## src/rtl/wgc_pkg.sv

```systemverilog
package wgc_pkg;

    typedef enum logic [3:0] {
        OP_RD         = 4'd0,
        OP_PGM_ON     = 4'd1,
        OP_PGM_OFF    = 4'd2,
        OP_WR_WORD    = 4'd3,
        OP_WR_BULK    = 4'd4,
        OP_GUARD_RD   = 4'd5,
        OP_GUARD_ARM  = 4'd6,
        OP_GUARD_CLR  = 4'd7,
        OP_GUARD_SET  = 4'd8,
        OP_GUARD_SEAL = 4'd9
    } op_e;

    typedef struct packed {
        logic pgm;
        logic armed;
    } enable_st_t;

endpackage

```

## src/rtl/wgc_enable_seq.sv

```systemverilog
module wgc_enable_seq
    import wgc_pkg::*;
(
    input  logic       clk,
    input  logic       rst_n,
    input  logic       cmd_valid,
    input  logic [3:0] cmd_op,
    input  logic       pe_lvl,
    input  logic       pre_lvl,
    output logic       pgm_en,
    output logic       armed
);

    enable_st_t st_d, st_q;

    always_comb begin
        st_d = st_q;
        if (cmd_valid) begin
            // Arming survives only across one command boundary.
            st_d.armed = (cmd_op == OP_GUARD_ARM) && st_q.pgm && pe_lvl && pre_lvl;
            if (cmd_op == OP_PGM_ON) begin
                st_d.pgm = 1'b1;
            end else if (cmd_op == OP_PGM_OFF) begin
                st_d.pgm = 1'b0;
            end
        end
    end

    always_ff @(posedge clk or negedge rst_n) begin
        if (!rst_n) begin
            st_q <= '0;
        end else begin
            st_q <= st_d;
        end
    end

    assign pgm_en = st_q.pgm;
    assign armed  = st_q.armed;

    p_pgm_on_r2: assert property (@(posedge clk) disable iff (!rst_n)
        (cmd_valid && cmd_op == OP_PGM_ON) |=> pgm_en);
    p_pgm_off_r2: assert property (@(posedge clk) disable iff (!rst_n)
        (cmd_valid && cmd_op == OP_PGM_OFF) |=> !pgm_en);
    p_disarm_r4: assert property (@(posedge clk) disable iff (!rst_n)
        (cmd_valid && cmd_op != OP_GUARD_ARM) |=> !armed);
    p_arm_needs_pgm_r3: assert property (@(posedge clk) disable iff (!rst_n)
        (cmd_valid && !pgm_en) |=> !armed);

endmodule

```

## src/rtl/wgc_guard_reg.sv

```systemverilog
module wgc_guard_reg
    import wgc_pkg::*;
#(
    parameter int AW = 8
) (
    input  logic          clk,
    input  logic          rst_n,
    input  logic          cmd_valid,
    input  logic [3:0]    cmd_op,
    input  logic [AW-1:0] cmd_addr,
    input  logic          pe_lvl,
    input  logic          pre_lvl,
    input  logic          armed,
    output logic [AW-1:0] guard_addr,
    output logic          guard_open,
    output logic          sealed
);

    localparam logic [AW-1:0] ALL_ONES = {AW{1'b1}};

    typedef struct packed {
        logic [AW-1:0] addr;
        logic          open;
        logic          seal;
    } guard_st_t;

    guard_st_t st_d, st_q;
    logic      go;

    assign go = cmd_valid && armed && pe_lvl && pre_lvl && !st_q.seal;

    always_comb begin
        st_d = st_q;
        if (go) begin
            case (cmd_op)
                OP_GUARD_CLR: begin
                    st_d.addr = ALL_ONES;
                    st_d.open = 1'b1;
                end
                OP_GUARD_SET: begin
                    if (st_q.open) begin
                        st_d.addr = cmd_addr;
                        st_d.open = 1'b0;
                    end
                end
                OP_GUARD_SEAL: st_d.seal = 1'b1;
                default: ;
            endcase
        end
    end

    always_ff @(posedge clk or negedge rst_n) begin
        if (!rst_n) begin
            st_q <= '{addr: ALL_ONES, open: 1'b1, seal: 1'b0};
        end else begin
            st_q <= st_d;
        end
    end

    assign guard_addr = st_q.addr;
    assign guard_open = st_q.open;
    assign sealed     = st_q.seal;

    p_seal_sticky_r8: assert property (@(posedge clk) disable iff (!rst_n)
        sealed |=> sealed);
    p_sealed_frozen_r8: assert property (@(posedge clk) disable iff (!rst_n)
        sealed |=> ($stable(guard_addr) && $stable(guard_open)));
    p_closed_addr_r6: assert property (@(posedge clk) disable iff (!rst_n)
        !guard_open |=> (guard_open || $stable(guard_addr)));
    p_unarmed_idle_r4: assert property (@(posedge clk) disable iff (!rst_n)
        !armed |=> ($stable(guard_addr) && $stable(guard_open) && $stable(sealed)));

endmodule

```

## src/rtl/wgc_access_check.sv

```systemverilog
module wgc_access_check #(
    parameter int AW = 8
) (
    input  logic          pgm_en,
    input  logic          guard_open,
    input  logic [AW-1:0] guard_addr,
    input  logic [AW-1:0] chk_addr,
    input  logic          chk_pe,
    output logic          wr_ok,
    output logic          bulk_ok
);

    logic permit;
    logic in_guard;

    always_comb begin
        permit   = pgm_en && chk_pe;
        in_guard = !guard_open && (chk_addr >= guard_addr);
        wr_ok    = permit && !in_guard;
        bulk_ok  = permit && guard_open;
    end

endmodule

```

## src/rtl/write_guard_ctrl.sv

```systemverilog
module write_guard_ctrl #(
    parameter int AW = 8
) (
    input  logic          clk,
    input  logic          rst_n,
    input  logic          cmd_valid,
    input  logic [3:0]    cmd_op,
    input  logic [AW-1:0] cmd_addr,
    input  logic          pe_lvl,
    input  logic          pre_lvl,
    input  logic [AW-1:0] chk_addr,
    input  logic          chk_pe,
    output logic          pgm_en,
    output logic          wr_ok,
    output logic          bulk_ok,
    output logic [AW-1:0] guard_addr
);

    logic armed;
    logic guard_open;
    logic sealed;

    wgc_enable_seq u_enable (
        .clk       (clk),
        .rst_n     (rst_n),
        .cmd_valid (cmd_valid),
        .cmd_op    (cmd_op),
        .pe_lvl    (pe_lvl),
        .pre_lvl   (pre_lvl),
        .pgm_en    (pgm_en),
        .armed     (armed)
    );

    wgc_guard_reg #(.AW(AW)) u_guard (
        .clk        (clk),
        .rst_n      (rst_n),
        .cmd_valid  (cmd_valid),
        .cmd_op     (cmd_op),
        .cmd_addr   (cmd_addr),
        .pe_lvl     (pe_lvl),
        .pre_lvl    (pre_lvl),
        .armed      (armed),
        .guard_addr (guard_addr),
        .guard_open (guard_open),
        .sealed     (sealed)
    );

    wgc_access_check #(.AW(AW)) u_check (
        .pgm_en     (pgm_en),
        .guard_open (guard_open),
        .guard_addr (guard_addr),
        .chk_addr   (chk_addr),
        .chk_pe     (chk_pe),
        .wr_ok      (wr_ok),
        .bulk_ok    (bulk_ok)
    );

    p_guarded_refused_r6: assert property (@(posedge clk) disable iff (!rst_n)
        (!guard_open && chk_addr >= guard_addr) |-> !wr_ok);
    p_write_needs_pgm_r9: assert property (@(posedge clk) disable iff (!rst_n)
        (wr_ok || bulk_ok) |-> (pgm_en && chk_pe));
    p_bulk_needs_open_r5: assert property (@(posedge clk) disable iff (!rst_n)
        bulk_ok |-> guard_open);

endmodule

```

## config.mk

```make
export PLATFORM = sky130hd
export DESIGN_NAME = write_guard_ctrl
export DESIGN_NICKNAME = d
export VERILOG_FILES = /design/src/rtl/wgc_pkg.sv /design/src/rtl/wgc_enable_seq.sv /design/src/rtl/wgc_guard_reg.sv /design/src/rtl/wgc_access_check.sv /design/src/rtl/write_guard_ctrl.sv
export SDC_FILE = /design/constraint.sdc
export NUM_CORES = 1
export LEC_CHECK = 0
export ABC_AREA = 1
export BUFFER_PORTS_ARGS = -buffer_cell sky130_fd_sc_hd__buf_2
export CORE_ASPECT_RATIO = 1.25
export CORE_MARGIN = 2
export CORE_UTILIZATION = 50
export CTS_CLUSTER_DIAMETER = 200
export CTS_CLUSTER_SIZE = 8
export DETAILED_ROUTE_END_ITERATION = 8
export PLACE_DENSITY = 0.92
export SLEW_MARGIN = 20
export SYNTH_ARGS = -nofsm -noshare
export SYNTH_HDL_FRONTEND = slang
export SYNTH_SLANG_ARGS = --single-unit
```

## constraint.sdc

```tcl
create_clock -name clk -period 2.75 [get_ports clk]
set_clock_uncertainty 0.2 [all_clocks]
set_input_delay 0.55 -clock clk [delete_from_list [all_inputs] [get_ports clk]]
set_output_delay 0.55 -clock clk [all_outputs]
set_load 0.02 [all_outputs]
```

Yosys cells after proc, flatten, opt, wreduce, memory -nomap -nowiden. Cells that the tools add are included.

Equality and inequality tests: 7. Magnitude comparators: 1. Reductions and logical operators: 20. Mux-type cells: 4.

Operator list (number): $pmux 9 s2 (1); $logic_and 1x1->1 (11); $mux 9 (1); $eq 4x3->1 const B (2); $eq 4x4->1 const B (2); $ge 8x8->1 (1); $reduce_and 2->1 (3); $eq 4x1->1 const B (1); $eq 4x2->1 const B (1); $reduce_bool 2->1 (2); $logic_not 1->1 (3); $reduce_and 3->1 (1); $mux 1 (2); $ne 2x1->1 const B (1).

Output and inout bits: 11. Register bits: 12.

Logic depth before layout (Yosys ltp). Gate-level depths: netlist of run 1.

Word-level depth: 5. Mapped depth: 11.

Modules after synthesis. From an unflattened synthesis of run 1, not the netlist that was laid out.

Cells, all modules: 115. Area, all modules: 887.1 um^2.

Modules (own cells, without submodules): wgc_guard_reg (area an instance 545.5 um^2, cells each 61, sequential area each 261.5 um^2, times used 1); wgc_access_check (area an instance 230.2 um^2, cells each 39, sequential area each 0.0 um^2, times used 1); wgc_enable_seq (area an instance 111.4 um^2, cells each 15, sequential area each 50.0 um^2, times used 1).

Worst setup path after synthesis of run 1. OpenSTA, ideal clock, no wires.

Path type: reg2out. Start point: register u_guard.st_q, in the netlist u_guard.guard_addr[7]. End point: output port wr_ok. Data arrival time: 1.447 ns. Cell stages (with the launch flop): 7. Slack: 0.553 ns. Path buffers: 0. Required time: 2.000 ns. Path through: dfstp_2 inv_1 ha_1 a21o_1 nor3_1 nand2_1 nand2_1.

Longest elaborated chain between the ends: 4.

RTL lines: start: declaration (line wgc_guard_reg.sv:27) `guard_st_t st_d, st_q;`; start signal: assignment (line wgc_guard_reg.sv:54) `st_q <= '{addr: ALL_ONES, open: 1'b1, seal: 1'b0};`; start signal: assignment (line wgc_guard_reg.sv:56) `st_q <= st_d;`; $ge 8x8->1 (line wgc_access_check.sv:18) `in_guard = !guard_open && (chk_addr >= guard_addr);`; $logic_and 1x1->1 (line wgc_access_check.sv:18); $logic_not 1->1 (line wgc_access_check.sv:19) `wr_ok = permit && !in_guard;`; $logic_and 1x1->1 (line wgc_access_check.sv:19); end: declaration (line write_guard_ctrl.sv:14) `output logic wr_ok,`.

Every way passes these cells.

Worst setup path in the final report of run 1. Same ends and word-level chain as after synthesis.

==> results of run 1 <==
## metal layers
metal	wire length (um)	track usage
met2	982	0.3568
met1	704	0.2071
met3	112	0.03237
met4	0	0.04839
met5	0	0
## repair_timing
item,4_1_cts,5_1_grt
endpoints found under the hold margin,3,0
hold buffers,1,0
gates resized for setup,0,0
endpoints found under the setup margin,0,0
## sequential cells by signal, indices dropped and copies added (netlist names)
signal              flops
u_guard.sealed          1
u_guard.guard_addr      8
u_enable.pgm_en         1
u_guard.guard_open      1
u_enable.armed          1
## area by class of cell
class | instances | share of cell area
flip-flops and latches | 12 | 0.2823
well taps | 18 | 0.02041
repair buffers | 37 | 0.1723
inverters | 19 | 0.06463
multi-input cells | 81 | 0.4365
clock buffers | 4 | 0.02381
## cells in the mapped netlist
master    number  area [um^2]
a21o_1         1        7.510
o21bai_1       1        7.510
or2_2          8        50.05
dfrtp_1        3        75.07
inv_2          1        3.750
nand3_2        2        20.02
ha_1           8        100.1
o21ai_4        1        16.27
nand2_4        2        22.52
nand3_1       11        55.05
nand4_1        1        6.260
nor2_1         8        30.03
buf_6          1        11.26
a21oi_1        3        15.01
dfstp_2        9        236.5
o22ai_1        1        6.260
nor2_2         1        6.260
nand2_1       30        112.6
nor3_1         1        5.000
nor3_2         1        10.01
nor2_4         1        11.26
inv_1         18        67.56
## metrics by stage
stage,hold slack [ns],power (W),setup slack (ns),instance area (um^2),instances
5_1_grt,0.2892,0.0004070,0.1478,1104,171
4_1_cts,0.2739,0.0003828,0.2550,1104,171
3_5_place_dp,0.2367,0.0002731,0.4404,1067,166
2_1_floorplan,0.05441,0.0002331,0.5535,875.8,113
6_report,0.2699,0.0003768,0.2576,1104,171
3_3_place_gp,0.2304,0.0002664,0.4658,1067,166
## final timing paths
path                                                   start                           endpoint  cells after the start  slack, ns
max                        u_guard.guard_addr[7]$_DFFE_PN1P_                              wr_ok                      7       0.26
min in group asynchronous                              rst_n         u_enable.armed$_DFFE_PN0P_                      2       0.49
max reg2reg                       u_enable.armed$_DFFE_PN0P_  u_guard.guard_addr[3]$_DFFE_PN1P_                      5       1.18
min reg2reg                u_guard.guard_addr[5]$_DFFE_PN1P_  u_guard.guard_addr[5]$_DFFE_PN1P_                      2       0.27
min                        u_guard.guard_addr[5]$_DFFE_PN1P_  u_guard.guard_addr[5]$_DFFE_PN1P_                      2       0.27
max in group asynchronous                              rst_n  u_guard.guard_addr[5]$_DFFE_PN1P_                      2       1.59
## power by group
part | internal (W) | switching, W | total, W
logic | 0.0000348 | 0.0000458 | 0.0000806
clock network | 0.0000559 | 0.0000507 | 0.000107
registers | 0.000185 | 0.00000500 | 0.000190
## cell families after synthesis
kind of cell / share of synthesized area
adder cells (fa/ha/maj): 0.1143
flip-flops: 0.3557
AND/OR/NAND/NOR: 0.3757
buffers and inverters: 0.09428
AO/OA/AOI/OAI: 0.06001
## worst reg2reg max path, cell delays in order (launching register included)
cell and delay, ns:
dfrtp_1 0.32, inv_1 0.06, nor3_2 0.62, nand2_4 0.15, nand2_1 0.10, nand2_1 0.05
==> flow_metrics.tcl, run 1 <==
set metrics [dict create \
    run_status "completed" \
    dieHeight_um 50.80 \
    cts_sinks 12 \
    path_clk_slew_ns 0.07 \
    min_period_ns 2.492 \
    die_w_um 41.44 \
    path_cells "inv_1 -> ha_1 -> a21o_1 -> nor3_1 -> nand2_1 -> nand2_1 -> buf_2" \
    grt_pass1_vias 743 \
    slew_viol_final 0 \
    overflow 0 \
    syn_avg_cell_area_um2 7.751 \
    final_common_cell "buf_2" \
    nNetsFinal 188 \
    critPathMaxFanout 3 \
    grt_usage 0.1862 \
    synth_cell_type_count 22 \
    tritoncts "built" \
    finalSetupViolCount 0 \
    ir_drop_uv 294.2 \
    n_fill_cell 143 \
    mostFrequentLayoutCells "36 x buf_2, 30 x nand2_1, 18 x inv_1" \
    final_core_utilization 0.6891 \
    postCtsSetupBuffers 0 \
    path_buf_inv 2 \
    wl_um 1799 \
    finalSetupTns_ns 0 \
    cpLargestDelayFamily "flip-flops" \
    syn_nets 147 \
    p_per_area_nw_per_um2 341.4 \
    relSlewSlack 0.5080 \
    period_share 0.9063 \
    hpwl_um 1611 \
    clk-insertion-delay-late_ns 0.26 \
    grt_max_degree 13 \
    ant_nets 0 \
    syn2layout_area_growth_pct 26.00 \
    multi_input_area_um2 481.7 \
    diodes 0 \
    portBuffers 36 \
    cts.path.max_buffers 2 \
    htree_num_levels 1 \
    slowest_stage "dfstp_2" \
    ios 37 \
    drt-initial-drc-count 12 \
    ys_ff_latch 12 \
    grt_pass1_wl_um 3091 \
    first_pass_iters 4 \
    viasPerCell 4.854 \
    required_ns 2.00 \
    route.detailed.drc 0 \
    dieArea_um2 2105 \
    syn-instance-count 113 \
    cp-start-kind "flop" \
    hold_viol 0 \
    cellLeakagePower_nw 0.5990 \
    globalplace.congestion 0.7765 \
    cp_data_arrival_time_ns 1.74 \
    maxCapViolations 0 \
    rsz0062_at_grt "false" \
    initial_core_util 0.5469 \
    drive_gt1_frac 0.4248 \
    end_kind "output port" \
    register_area_um2 311.5 \
    hp-class "flop to flop" \
    root_buffer "clkbuf_4" \
    worstSetupPathType "flop to output port" \
    core_um2 1602 \
    worst_pin_slew_ns 0.7340 \
    critPathMostFrequentCell "nand2_1" \
    syn-cell-area_um2 875.8 \
    vias 830 \
    wl_per_cell_um 10.52 \
    rows 16 \
    max_freq_ghz 0.4012 \
    synth_warnings 0 \
    antenna_found_initial 0 \
    ys_seq_area_frac 0.3557 \
    max_stage_delay_ns 0.54 \
    numCtsBuffers 3 \
]
No activity file was read; power rests on OpenSTA's default activity.
==> inputs of run 2 (changes only) <==
--- a/config.mk
+++ b/config.mk
@@ -6,14 +6,14 @@
 export NUM_CORES = 1
 export LEC_CHECK = 0
 export ABC_AREA = 1
-export BUFFER_PORTS_ARGS = -buffer_cell sky130_fd_sc_hd__buf_2
-export CORE_ASPECT_RATIO = 1.25
 export CORE_MARGIN = 2
-export CORE_UTILIZATION = 50
+export CORE_UTILIZATION = 57
 export CTS_CLUSTER_DIAMETER = 200
 export CTS_CLUSTER_SIZE = 8
 export DETAILED_ROUTE_END_ITERATION = 8
-export PLACE_DENSITY = 0.92
+export DONT_BUFFER_PORTS = 1
+export PLACE_DENSITY = 0.81
+export REMOVE_ABC_BUFFERS = 1
 export SLEW_MARGIN = 20
 export SYNTH_ARGS = -nofsm -noshare
 export SYNTH_HDL_FRONTEND = slang
==> constraint.sdc (replaced) <==
create_clock -name clk -period 2.85 [get_ports clk]
set_clock_uncertainty 0.2 [all_clocks]
set_input_delay 0.57 -clock clk [delete_from_list [all_inputs] [get_ports clk]]
set_output_delay 0.57 -clock clk [all_outputs]
set_load 0.02 [all_outputs]
==> run 2 against run 1 <==
Wire length down 17%. Worst hold slack got worse by 0.071 ns. Sequential share of layout area increased by 5.6 points. Sequential power barely moved. Die area is 11% lower. Critical path depth down 1. Cell area down 17%. Critical endpoint unchanged. Largest cell class unchanged.
==> flow_metrics.tcl, run 2 (synthesis gave the netlist of run 1 again) <==
set metrics [dict create \
    run_status "completed" \
    numCtsBuffers 3 \
    clk-insertion-delay-late_ns 0.27 \
    end_kind "output port" \
    ir_drop_uv 214.9 \
    path_cells "inv_1 -> ha_1 -> a21o_1 -> nor3_1 -> nand2_1 -> nand2_1" \
    crit_end "wr_ok" \
    fin_ws_ns 0.2810 \
    hold_viol 0 \
    slowest_stage "dfstp_2" \
    grt_pass1_vias 698 \
    worst_pin_slew_ns 0.7367 \
    drive_gt1_frac 0.2479 \
    initial_core_util 0.5952 \
    cellLeakagePower_nw 0.4413 \
    grt_use_met3 0.03830 \
    ant_nets 0 \
    route.detailed.drc 0 \
    finalSetupViolCount 0 \
    mostFrequentLayoutCells "30 x nand2_1, 18 x inv_1, 11 x nand3_1" \
    root_buffer "clkbuf_4" \
    grt_use_met1 0.2345 \
    path_clk_slew_ns 0.08 \
    busiest_layer "met2" \
    worstReg2RegStart "u_guard.sealed$_DFFE_PN0P_" \
    postCtsSetupBuffers 0 \
    startpoint "u_guard.guard_addr[7]$_DFFE_PN1P_" \
    period_share 0.9014 \
    min_period_ns 2.569 \
    maxCapViolations 0 \
    finalSetupTns_ns 0 \
    grt_pass1_wl_um 2628 \
    postCtsHoldBufs 1 \
    viasPerCell 5.165 \
    portBuffers 0 \
    cp_data_arrival_time_ns 1.80 \
    cts.path.max_buffers 2 \
    wl_per_cell_um 11.23 \
    grt_max_degree 13 \
    antenna_found_initial 0 \
    cp-start-kind "flop" \
    path_buf_inv 1 \
    pre_cts_ws_ns 0.5814 \
    placed_area_um2 884.6 \
    ctsResizeCount 0 \
    grt_usage 0.1831 \
    largest_register_ffs 8 \
    syn2layout_area_growth_pct 5.143 \
    design_area_um2 920.9 \
    max_freq_ghz 0.3893 \
    drt-initial-drc-count 11 \
    max_stage_delay_ns 0.61 \
    core_um2 1471 \
    rsz0062_at_grt "false" \
    dieArea_um2 1866 \
    tritoncts "built" \
    worst_hold_slack_ns 0.1988 \
    critical_path_depth 6 \
    globalplace.congestion 0.7593 \
    ios 37 \
    critPathMaxFanout 3 \
    cts_sinks 12 \
    p_per_area_nw_per_um2 370.7 \
    rrSetupSlack_ns 1.26 \
    slew_viol_final 0 \
    final_common_cell "nand2_1" \
    rr_endpoint "u_guard.guard_addr[4]$_DFFE_PN1P_" \
    hpwl_um 1258 \
    first_pass_iters 2 \
    die_w_um 43.20 \
    worstSetupPathType "flop to output port" \
    dieHeight_um 43.20 \
    hp-class "primary input to flop" \
    critPathMostFrequentCell "nand2_1" \
    cpLargestDelayFamily "flip-flops" \
    rows 14 \
    vias 687 \
    overflow 0 \
    required_ns 2.08 \
    nNetsFinal 152 \
    diodes 0 \
    htree_num_levels 1 \
    reg2regPathDepth 4 \
    grtUsageMet2 0.2836 \
    wl_um 1493 \
    relSlewSlack 0.5062 \
    place_inst 128 \
    final_cells 133 \
]
==> run 2: how the worst min path moves through the flow <==
| stage | slack [ns] | startpoint | depth (start not counted) | to |
|---|---|---|---|---|
| after floorplan | 0.07 | rst_n | 0 | u_enable.armed$_DFFE_PN0P_ |
| final | 0.20 | cmd_valid | 1 | u_enable.armed$_DFFE_PN0P_ |
| after detailed placement | 0.07 | rst_n | 0 | u_enable.pgm_en$_DFFE_PN0P_ |
| after global placement | 0.07 | rst_n | 0 | u_enable.pgm_en$_DFFE_PN0P_ |
| after global routing | 0.19 | cmd_valid | 1 | u_enable.armed$_DFFE_PN0P_ |
| after CTS | 0.19 | cmd_valid | 1 | u_enable.armed$_DFFE_PN0P_ |
==> run 2: power by group <==
group	switching (W)	internal (W)	leakage, nW
clock network	0.0000543	0.0000542	0.0150
logic	0.0000253	0.0000172	0.294
registers	0.0000123	0.000178	0.133
total	0.0000919	0.000250	0.441
==> run 2: area by class of cell <==
cell class | instances | area [um^2]
sequential | 12 | 311.5
tap | 16 | 20.02
timing repair buffer | 1 | 10.01
fill | 129 | 550.5
clock buffer | 4 | 26.28
multi-input combinational | 81 | 481.7
inverter | 19 | 71.32
==> run 2: stage by stage <==
step,util,power [W]
after global placement,0.6012,0.0002300
after floorplan,-,0.0002249
after global routing,0.6259,0.0003643
after CTS,0.6259,0.0003488
after detailed placement,0.6012,0.0002322
final,0.6259,0.0003414
==> run 2: per-layer routing <==
layer,part of all wire,vias up
li1,-,365
met1,0.42,301
met2,0.50,17
met3,0.057,4
met4,0.017,0
met5,0,-
